--- config.mk ---
export PLATFORM = sky130hd
export DESIGN_NAME = rdq_read_port
export DESIGN_NICKNAME = d
export VERILOG_FILES = /design/src/rtl/rdq_pkg.sv /design/src/rtl/rdq_occupancy.sv /design/src/rtl/rdq_bus_ctrl.sv /design/src/rtl/rdq_out_stage.sv /design/src/rtl/rdq_read_port.sv
export SDC_FILE = /design/constraint.sdc
export NUM_CORES = 1
export LEC_CHECK = 0
export CAP_MARGIN = 40
export CORE_ASPECT_RATIO = 1.4
export CORE_MARGIN = 2
export CORE_UTILIZATION = 25
export CTS_CLUSTER_SIZE = 20
export DETAILED_ROUTE_END_ITERATION = 8
export DONT_BUFFER_PORTS = 1
export GPL_TIMING_DRIVEN = 0
export SLEW_MARGIN = 15
export SYNTH_ARGS = -nofsm -noshare
export SYNTH_HDL_FRONTEND = slang
export SYNTH_HIERARCHICAL = 1
export SYNTH_SLANG_ARGS = --single-unit
--- constraint.sdc ---
create_clock -name clk_i -period 4.85 [get_ports clk_i]
set_input_delay 0.485 -clock clk_i [delete_from_list [all_inputs] [get_ports clk_i]]
set_output_delay 0.485 -clock clk_i [all_outputs]
set_load 0.05 [all_outputs]
--- src/rtl/rdq_pkg.sv ---
package rdq_pkg;
  typedef enum logic {
    MODE_STD  = 1'b0,
    MODE_FWFT = 1'b1
  } rd_mode_e;
endpackage

--- src/rtl/rdq_occupancy.sv ---
module rdq_occupancy #(
  parameter int ADDR_W = 4
) (
  input  logic clk_i,
  input  logic rst_ni,
  input  logic commit_i,
  input  logic pop_i,
  output logic avail_o
);
  localparam int CNT_W = ADDR_W + 1;
  localparam int DEPTH = 1 << ADDR_W;

  logic             pend_q;
  logic [CNT_W-1:0] cnt_q;

  // commit becomes visible one edge after it is sampled
  always_ff @(posedge clk_i or negedge rst_ni) begin
    if (!rst_ni) begin
      pend_q <= 1'b0;
      cnt_q  <= '0;
    end else begin
      pend_q <= commit_i;
      cnt_q  <= cnt_q + CNT_W'(pend_q) - CNT_W'(pop_i);
    end
  end

  assign avail_o = (cnt_q != '0);

  assert_no_underflow_R2: assert property (@(posedge clk_i) disable iff (!rst_ni)
    pop_i |-> avail_o);
  assert_bound_R5: assert property (@(posedge clk_i) disable iff (!rst_ni)
    cnt_q <= CNT_W'(DEPTH));
  assert_fill_R5: assert property (@(posedge clk_i) disable iff (!rst_ni)
    (pend_q && !pop_i) |=> avail_o);
  assert_drain_R5: assert property (@(posedge clk_i) disable iff (!rst_ni)
    (cnt_q == CNT_W'(1) && pop_i && !pend_q) |=> !avail_o);
endmodule

--- src/rtl/rdq_bus_ctrl.sv ---
module rdq_bus_ctrl (
  input  logic clk_i,
  input  logic rst_ni,
  input  logic cs_ni,
  input  logic oe_ni,
  output logic drive_o
);
  logic drv_q;

  // held driving through reset; chip select takes over at first edge
  always_ff @(posedge clk_i or negedge rst_ni) begin
    if (!rst_ni) drv_q <= 1'b1;
    else         drv_q <= !cs_ni;
  end

  assign drive_o = drv_q && !oe_ni;

  assert_cs_off_R3: assert property (@(posedge clk_i) disable iff (!rst_ni)
    cs_ni |=> !drv_q);
  assert_cs_on_R4: assert property (@(posedge clk_i) disable iff (!rst_ni)
    !cs_ni |=> drv_q);
endmodule

--- src/rtl/rdq_out_stage.sv ---
module rdq_out_stage #(
  parameter int DATA_W = 10,
  parameter int ADDR_W = 4
) (
  input  logic              clk_i,
  input  logic              rst_ni,
  input  rdq_pkg::rd_mode_e mode_i,
  input  logic              ren_ni,
  input  logic              cs_ni,
  input  logic              avail_i,
  input  logic [DATA_W-1:0] mem_rdata_i,
  output logic [ADDR_W-1:0] mem_raddr_o,
  output logic              pop_o,
  output logic [DATA_W-1:0] dout_o,
  output logic              ready_n_o
);
  import rdq_pkg::*;

  logic [ADDR_W-1:0] ptr_q;
  logic [DATA_W-1:0] dout_q;
  logic              valid_q;
  logic              req;
  logic              fire;

  assign req  = !ren_ni && !cs_ni;
  assign fire = req && valid_q;

  always_comb begin
    if (mode_i == MODE_FWFT) pop_o = avail_i && (!valid_q || fire);
    else                     pop_o = avail_i && req;
  end

  always_ff @(posedge clk_i or negedge rst_ni) begin
    if (!rst_ni) begin
      ptr_q   <= '0;
      dout_q  <= '0;
      valid_q <= 1'b0;
    end else begin
      if (pop_o) begin
        ptr_q  <= ptr_q + 1'b1;
        dout_q <= mem_rdata_i;
      end
      if (mode_i == MODE_FWFT) begin
        if (pop_o)     valid_q <= 1'b1;
        else if (fire) valid_q <= 1'b0;
      end else begin
        valid_q <= 1'b0;
      end
    end
  end

  assign mem_raddr_o = ptr_q;
  assign dout_o      = dout_q;
  assign ready_n_o   = !valid_q;

  assert_std_hold_R1: assert property (@(posedge clk_i) disable iff (!rst_ni)
    (mode_i == MODE_STD && (ren_ni || cs_ni)) |=> ($stable(dout_q) && $stable(ptr_q)));
  assert_cs_blocks_R3: assert property (@(posedge clk_i) disable iff (!rst_ni)
    (mode_i == MODE_FWFT && cs_ni && valid_q) |=> (valid_q && $stable(dout_q)));
  assert_fall_through_R6: assert property (@(posedge clk_i) disable iff (!rst_ni)
    (mode_i == MODE_FWFT && !valid_q && avail_i) |=> valid_q);
  assert_peek_R8: assert property (@(posedge clk_i) disable iff (!rst_ni)
    (mode_i == MODE_FWFT && ren_ni && valid_q) |=> (valid_q && $stable(ptr_q)));
endmodule

--- src/rtl/rdq_read_port.sv ---
module rdq_read_port #(
  parameter int DATA_W = 10,
  parameter int ADDR_W = 4
) (
  input  logic              clk_i,
  input  logic              rst_ni,
  input  logic              fwft_i,
  input  logic              ren_ni,
  input  logic              rcs_ni,
  input  logic              oe_ni,
  input  logic              commit_i,
  input  logic [DATA_W-1:0] mem_rdata_i,
  output logic [ADDR_W-1:0] mem_raddr_o,
  output logic [DATA_W-1:0] dout_o,
  output logic              drive_o,
  output logic              flag_o
);
  import rdq_pkg::*;

  rd_mode_e mode;
  logic     avail;
  logic     pop;
  logic     ready_n;

  assign mode = rd_mode_e'(fwft_i);

  rdq_occupancy #(.ADDR_W(ADDR_W)) i_occ (
    .clk_i    (clk_i),
    .rst_ni   (rst_ni),
    .commit_i (commit_i),
    .pop_i    (pop),
    .avail_o  (avail)
  );

  rdq_out_stage #(.DATA_W(DATA_W), .ADDR_W(ADDR_W)) i_out (
    .clk_i       (clk_i),
    .rst_ni      (rst_ni),
    .mode_i      (mode),
    .ren_ni      (ren_ni),
    .cs_ni       (rcs_ni),
    .avail_i     (avail),
    .mem_rdata_i (mem_rdata_i),
    .mem_raddr_o (mem_raddr_o),
    .pop_o       (pop),
    .dout_o      (dout_o),
    .ready_n_o   (ready_n)
  );

  rdq_bus_ctrl i_bus (
    .clk_i   (clk_i),
    .rst_ni  (rst_ni),
    .cs_ni   (rcs_ni),
    .oe_ni   (oe_ni),
    .drive_o (drive_o)
  );

  assign flag_o = (mode == MODE_FWFT) ? ready_n : !avail;

  assert_std_cs_no_move_R3: assert property (@(posedge clk_i) disable iff (!rst_ni)
    (mode == MODE_STD && rcs_ni) |=> $stable(mem_raddr_o));
endmodule

==> summary.txt, run 1 <==
Hold path
  • Type of the most critical hold path: in -> async

CTS
  • Resized Gates After CTS: 0
  • Worst-Skew Late Latency: 0.26 ns
  • Clock-pin transition on the worst setup and hold timing paths: 0.08 ns
  • Max clock buf depth: 2
  • CTS tree: done
  • Total CTS buffers: 3
  • Root buffer cell: sky130_fd_sc_hd__clkbuf_8
  • H-tree levels: 1
  • Post-CTS repair timing setup buffer count: 0
  • TritonCTS Sinks: 22

Floorplanning
  • Die Outline Area: 0.00473 mm²
  • Standard-cell row count: 27
  • Number of ports placed on the die boundary: 33
  • Initial cell density of the core: 26.3%
  • Core Region: 0.00399 mm²
  • Width of the die: 58.7 µm
  • Height of the chip: 80.6 µm

Worst setup path
  • Launch instance of the worst register-to-register path: i_occ/cnt_q[2]$_DFF_PN0_
  • Launching element type of the critical path: flip-flop
  • Origin of the worst setup path: i_occ/cnt_q[2]$_DFF_PN0_
  • Sort of element at the end of the critical path: flip-flop
  • Worst Path Arrival: 3.11 ns
  • Data required time of the worst path: 4.99 ns
  • Crit path kind: reg -> reg
  • Max Fanout on Critical Path: 10

Synthesis
  • Share of the synthesized area in the top cell type: 50.2%
  • Number of synthesized flops with an enable pin: 0
  • Async set-reset flop share out of synthesis: 100%
  • Post-synth net total: 99
  • Share of synthesized area occupied by flip-flops and latches: 52.7%
  • Most common cell in the synthesized netlist: sky130_fd_sc_hd__dfrtp_1
  • Top cells by area in the synthesized netlist: sky130_fd_sc_hd__dfrtp_1 50%, sky130_fd_sc_hd__mux2_4 11%, sky130_fd_sc_hd__ha_1 8.4%
  • List of most frequent post-synthesis cells: 21 x sky130_fd_sc_hd__dfrtp_1, 8 x sky130_fd_sc_hd__inv_1, 8 x sky130_fd_sc_hd__mux2_4, 7 x sky130_fd_sc_hd__ha_1, 6 x sky130_fd_sc_hd__xor2_1
  • Post-Syn Area: 0.00105 mm²
  • Post-synthesis average cell area: 14.2 µm²
  • Yosys synthesis warning count: 6
  • Top_reg_cell synth: sky130_fd_sc_hd__dfrtp_1
  • Cell taking the most area after synthesis: sky130_fd_sc_hd__dfrtp_1
  • Number of synthesized register bits: 22
  • Unique cell type count in the Yosys netlist: 22
  • Post-synthesis instance total: 74

Layout
  • Fraction of final layout cells sized beyond drive strength 1: 27.2%
  • Finished Core Util: 30.2%
  • Syn-to-layout area delta: 15.1%
  • Final Net Count: 107
  • Number of fillers in the final layout: 399
  • Antenna diode count: 0

Route
  • Count of unresolved DRC violations after routing: 2
  • WL/cell: 15.1 µm
  • DR pass1 iterations: 6
  • Overall routed net length: 1.87 mm
  • Iter 0 DRT Violations: 14
  • Via count: 570
  • Vias per std cell: 4.60
  • Routed Antenna Nets: 0

Global route
  • Vias in the first global route: 637
  • Total gr overflow: 0
  • Antenna violations before repair: 0
  • All-Layer GR Usage: 7.84%
  • Wire length of the first global-routing pass: 2.84 mm
  • Maximum number of pins on one net before global-route repair: 22

Run status
  • Violated checks: DRC
  • Outcome: complete, but fails checks

STA
  • Shortest clock period the worst path allows after layout: 2.97 ns
  • Peak clock frequency supported by timing: 0.337 GHz
  • Pin slew with the least headroom to its limit: 0.572 ns
  • Worst clock skew on the final layout: 0.00123 ns
  • Setup violators final: 0
  • Setup TNS after final layout: 0 ns
  • Worst rel slew slack: 61.9%
  • Final clock period utilization by the worst path: 61.2%
  • RSZ-0062 raised after global routing: false
  • Max Slew Vio Count: 0
  • Number of failing hold endpoints at the final stage: 0

Placed design
  • Final weighted congestion in routability-driven placement: 0.701
  • DP HPWL: 1.39 mm
  • Number of input and output port buffers inserted: 0

Job
  • Max-Cap Viols: 0

Power and ir drop
  • Largest voltage drop on the vdd net: 0.000154 V
  • Power density cells: 704 mW/mm²
  • Leakage power total: 0.577 nW
## critical path, stage by stage, from the launching register on
cell and delay, ns:
sky130_fd_sc_hd__dfrtp_1 0.39, sky130_fd_sc_hd__inv_1 0.09, sky130_fd_sc_hd__ha_1 0.15, sky130_fd_sc_hd__or4b_1 0.55, sky130_fd_sc_hd__a21boi_4 0.21, sky130_fd_sc_hd__buf_12 0.16
sky130_fd_sc_hd__ha_1 0.28, sky130_fd_sc_hd__inv_1 0.04, sky130_fd_sc_hd__ha_1 0.20, sky130_fd_sc_hd__fa_1 0.42, sky130_fd_sc_hd__a21oi_1 0.15, sky130_fd_sc_hd__o21bai_1 0.09
sky130_fd_sc_hd__xnor2_1 0.13
## per-layer routing
layer	GRT usage (%)	wire length (µm)	vias to the layer above
met4	4.09	25	0
met2	14.3	1090	16
met5	0	0	-
li1	-	-	259
met1	8.14	649	293
met3	1.77	101	2
## flip-flops by register name (all words and copies together), names as in the netlist
signal and count:
i_bus/drv_q 1, i_occ/cnt_q 5, i_occ/pend_q 1, i_out/dout_o 10, i_out/mem_raddr_o 4, i_out/valid_q 1
## worst paths after layout
kind / depth (start not counted) / end / slack (ns)
setup / recovery: 12 / i_occ/cnt_q[4]$_DFF_PN0_ / 1.88
hold / removal: 0 / i_bus/drv_q$_DFF_PN1_ / 0.06
setup reg to reg: 12 / i_occ/cnt_q[4]$_DFF_PN0_ / 1.88
hold reg to reg: 1 / i_occ/cnt_q[0]$_DFF_PN0_ / 0.49
max in group asynchronous: 2 / i_out/dout_o[2]$_DFFE_PN0P_ / 3.90
min in group clk_i: 1 / i_bus/drv_q$_DFF_PN1_ / 0.25
## metrics by stage
stage	cells	hold WS, ns	instance area, µm²	setup WS [ns]	total power, mW
3_5_place_dp	118	0.190	1110	1.90	0.684
4_1_cts	123	0.0555	1190	1.87	0.857
2_1_floorplan	74	0.189	1050	2.13	0.628
5_1_grt	124	0.0463	1200	1.68	0.904
3_3_place_gp	117	0.190	1100	1.98	0.661
6_report	124	0.0632	1200	1.88	0.848
## kinds of logic (layout without fill, tap and decap cells)
| logic type | Yosys count | after routing | share of synthesized area, % |
|---|---|---|---|
| buffers and inverters | 9 | 16 | 4.78 |
| xor gates and xnor gates | 7 | 7 | 5.85 |
| muxes | 11 | 11 | 14.7 |
| adders and majority gates | 8 | 8 | 10.3 |
| and+or+nand+nor | 8 | 8 | 5.62 |
| DFF | 22 | 22 | 52.7 |
| AOI/OAI and AO/OA | 9 | 9 | 6.09 |
## power by group
group	total, mW	switching [mW]	leakage [nW]	internal, mW
clock network	0.167	0.0568	0.0357	0.110
registers	0.430	0.183	0.255	0.247
logic	0.251	0.118	0.286	0.133
total	0.848	0.358	0.577	0.490
## layout by cell type (no fill, tap or decap)
cell type                       Yosys  routed
sky130_fd_sc_hd__dfstp_2            1       1
sky130_fd_sc_hd__xnor2_1            1       1
sky130_fd_sc_hd__dfrtp_1           21      21
sky130_fd_sc_hd__buf_12             1       1
sky130_fd_sc_hd__fa_1               1       1
sky130_fd_sc_hd__o21bai_1           1       1
sky130_fd_sc_hd__mux2_2             3       3
sky130_fd_sc_hd__nand2b_1           1       1
sky130_fd_sc_hd__buf_4              0       1
sky130_fd_sc_hd__ha_1               7       7
sky130_fd_sc_hd__mux2_4             8       8
sky130_fd_sc_hd__nor2b_4            1       1
sky130_fd_sc_hd__buf_8              0       1
sky130_fd_sc_hd__a21oi_1            5       5
sky130_fd_sc_hd__o21ai_1            1       1
sky130_fd_sc_hd__a21o_1             1       1
sky130_fd_sc_hd__nand4_1            1       1
sky130_fd_sc_hd__dlygate4sd3_1      0       1
sky130_fd_sc_hd__or4b_1             1       1
sky130_fd_sc_hd__bufinv_16          0       1
sky130_fd_sc_hd__xor2_1             6       6
sky130_fd_sc_hd__inv_1              8       8
sky130_fd_sc_hd__or2_4              1       1
sky130_fd_sc_hd__clkbuf_8           0       3
sky130_fd_sc_hd__nor2b_1            1       1
sky130_fd_sc_hd__a21boi_4           1       1
sky130_fd_sc_hd__nand2_1            2       2
## what timing repair did
action                                  4_1_cts  5_1_grt
hold endpoints to repair                     21        0
endpoints found under the setup margin        0        0
hold buffers                                  1        0
## area by class of cell
| class | count | area, µm² | share of cell area (%) |
|---|---|---|---|
| Buffer | 1 | 20.0 | 1.66 |
| Multi-Input combinational cell | 43 | 445 | 37.0 |
| Clock buffer | 3 | 41.3 | 3.43 |
| Sequential cell | 22 | 552 | 45.8 |
| Timing Repair Buffer | 3 | 32.5 | 2.70 |
| Tap cell | 43 | 53.8 | 4.47 |
| Inverter | 8 | 30.0 | 2.49 |
| Clock inverter | 1 | 30.0 | 2.49 |
Power figures use the tool's default switching activity.
==> run 2, diff against run 1 <==
- clock period: 4.85 -> 2.93 ns (I/O delays scaled with it)
==> run 2 against run 1 <==
Combinational power rose by 74%. Setup slack got worse by 1.7 ns. Non-clock buffer count rose by 1. Largest cell class unchanged. The flow still finishes with violations (DRC). Sequential share of layout area fell by 0.66 points. Global-route usage fell by 0.16 points.
==> summary.txt, run 2 (synthesized netlist as in run 1, its figures left out) <==
Worst setup path
  • CP most frequent cell: sky130_fd_sc_hd__ha_1
  • Crit path kind: reg -> reg
  • Launching element type of the critical path: flip-flop
  • Sort of element at the end of the critical path: flip-flop
  • Data required time of the worst path: 3.07 ns
  • Longest individual stage delay on the worst path: 0.47 ns
  • Reg-to-reg endpoint: i_occ/cnt_q[4]$_DFF_PN0_
  • Worst Path Arrival: 2.92 ns
  • Count of cells along the worst register-to-register path: 12
  • Reg2Reg Setup Slack: 0.15 ns
  • Launch instance of the worst register-to-register path: i_occ/cnt_q[2]$_DFF_PN0_
  • Chain of cells forming the critical path: inv_1 > ha_1 > or4b_4 > a21boi_4 > buf_12 > ha_1 > inv_1 > ha_1 > fa_2 > a21oi_2 > o21bai_1 > xnor2_1
  • Highest-delay cell along the critical path: sky130_fd_sc_hd__or4b_4
  • Max Fanout on Critical Path: 10

Placed design
  • Setup slack at placement: -0.0245 ns
  • Cell count after placement: 118
  • Number of input and output port buffers inserted: 0
  • Final weighted congestion in routability-driven placement: 0.701
  • DP HPWL: 1.39 mm
  • Placed cell areas: 0.00111 mm²

Layout
  • Final instance count without filler cells: 125
  • Most frequent standard cell in the layout excluding fill and tap cells: sky130_fd_sc_hd__dfrtp_1
  • Storage cell area: 552 µm²
  • Cell area after layout: 0.00122 mm²
  • Antenna diode count: 0
  • Finished Core Util: 30.7%
  • Fraction of final layout cells sized beyond drive strength 1: 31.7%
  • Most frequent cells in the layout: 21 x sky130_fd_sc_hd__dfrtp_1, 8 x sky130_fd_sc_hd__inv_1, 8 x sky130_fd_sc_hd__mux2_4, 7 x sky130_fd_sc_hd__ha_1, 6 x sky130_fd_sc_hd__xor2_1
  • Syn-to-layout area delta: 16.7%
  • Final Net Count: 108
  • Number of flip-flops in the largest register: 10
  • Number of fillers in the final layout: 397
  • Multi-input combinational cell area: 455 µm²

STA
  • Peak clock frequency supported by timing: 0.359 GHz
  • Shortest clock period the worst path allows after layout: 2.78 ns
  • RSZ-0062 raised after global routing: false
  • Worst clock skew on the final layout: 0.00128 ns
  • Final clock period utilization by the worst path: 94.9%
  • Number of failing hold endpoints at the final stage: 0
  • Max Slew Vio Count: 0
  • Pin slew with the least headroom to its limit: 0.571 ns
  • Final worst setup slack: 0.148 ns
  • Worst rel slew slack: 62.0%
  • Setup violators final: 0

CTS
  • TritonCTS Sinks: 22
  • Root buffer cell: sky130_fd_sc_hd__clkbuf_8
  • Total CTS buffers: 3
  • Clock-pin transition on the worst setup and hold timing paths: 0.08 ns
  • H-tree levels: 1
  • Max clock buf depth: 2
  • CTS tree: done
  • Worst-Skew Late Latency: 0.26 ns

Hold path
  • HP Start: rcs_ni
  • Hold worst-path end: i_bus/drv_q$_DFF_PN1_
  • Instance count along the most critical hold path: 1
  • Type of the most critical hold path: in -> reg

Floorplanning
  • Height of the chip: 80.6 µm
  • Number of ports placed on the die boundary: 33
  • Initial cell density of the core: 26.3%
  • Die Outline Area: 0.00473 mm²
  • Standard-cell row count: 27
  • Width of the die: 58.7 µm
  • Core Region: 0.00399 mm²

Global route
  • Wire length of the first global-routing pass: 2.79 mm
  • Vias in the first global route: 629
  • Total gr overflow: 0
  • Maximum number of pins on one net before global-route repair: 23
  • All-Layer GR Usage: 7.68%
  • Antenna violations before repair: 0

Route
  • Vias per std cell: 4.56
  • Routed Antenna Nets: 0
  • Via count: 570
  • Count of unresolved DRC violations after routing: 2
  • WL/cell: 14.6 µm
  • Iter 0 DRT Violations: 19
  • DR pass1 iterations: 6
  • Overall routed net length: 1.82 mm

Power and ir drop
  • Overall power of the completed layout: 1.43 mW
  • Leakage power total: 0.583 nW
  • Power density cells: 1170 mW/mm²
  • Largest voltage drop on the vdd net: 0.000254 V

Job
  • Max-Cap Viols: 0

Run status
  • Outcome: complete, but fails checks
  • Violated checks: DRC
run 2: worst max-delay path: cells and delay by family (launching register included):
| family | cells | cell delay, ns |
|---|---|---|
| fa+ha+maj | 4 | 0.99 |
| simple gates | 1 | 0.47 |
| buf+inv | 3 | 0.29 |
| xor+xnor | 1 | 0.13 |
| compound gates | 3 | 0.39 |
| flops | 1 | 0.39 |
run 2: per-stage QoR:
stage	setup TNS (ns)	hold slack, ns
3_3_place_gp	0	-0.00210
5_1_grt	0	0.0342
4_1_cts	0	0.0471
2_1_floorplan	0	-0.00259
6_report	0	0.0530
3_5_place_dp	-0.0245	-0.00205
run 2: worst max-delay path by stage:
| stage | cells after the start | startpoint | slack, ns | end |
|---|---|---|---|---|
| floorplan | 12 | i_occ/cnt_q[3]$_DFF_PN0_ | 0.21 | i_occ/cnt_q[4]$_DFF_PN0_ |
| global placement | 12 | i_occ/cnt_q[3]$_DFF_PN0_ | 0.06 | i_occ/cnt_q[4]$_DFF_PN0_ |
| detailed placement | 12 | i_occ/cnt_q[2]$_DFF_PN0_ | -0.02 | i_occ/cnt_q[4]$_DFF_PN0_ |
| CTS | 12 | i_occ/cnt_q[3]$_DFF_PN0_ | 0.02 | i_occ/cnt_q[4]$_DFF_PN0_ |
| global route | 12 | i_occ/cnt_q[3]$_DFF_PN0_ | 0.02 | i_occ/cnt_q[4]$_DFF_PN0_ |
| finish | 12 | i_occ/cnt_q[2]$_DFF_PN0_ | 0.15 | i_occ/cnt_q[4]$_DFF_PN0_ |
run 2: what timing repair did:
item                                    4_1_cts  5_1_grt
endpoints found under the setup margin        1        1
endpoints found under the hold margin        22        0
hold buffers                                  1        0
buffers inserted                              0        1
resized for setup                             1        2
pin swaps                                     0        1
run 2: where the power goes:
part	leakage [nW]	switching, mW	internal (mW)
clock	0.0357	0.0939	0.182
combinational	0.292	0.202	0.234
sequential	0.255	0.305	0.408
total	0.583	0.601	0.825
run 2: layout make-up:
class,instances,share of cell area (%)
Sequential cell,22,45.1
Multi-Input combinational cell,43,37.3
Tap cell,43,4.40
Clock buffer,3,3.38
Timing Repair Buffer,4,3.28
Clock inverter,1,2.46
Inverter,8,2.46
Buffer,1,1.64
run 2: routing by layer:
metal	track usage [%]	vias up	routed length (µm)
li1	-	262	-
met1	8.14	291	629
met2	13.7	15	1070
met3	1.77	2	91
met4	4.09	0	25
met5	0	-	0
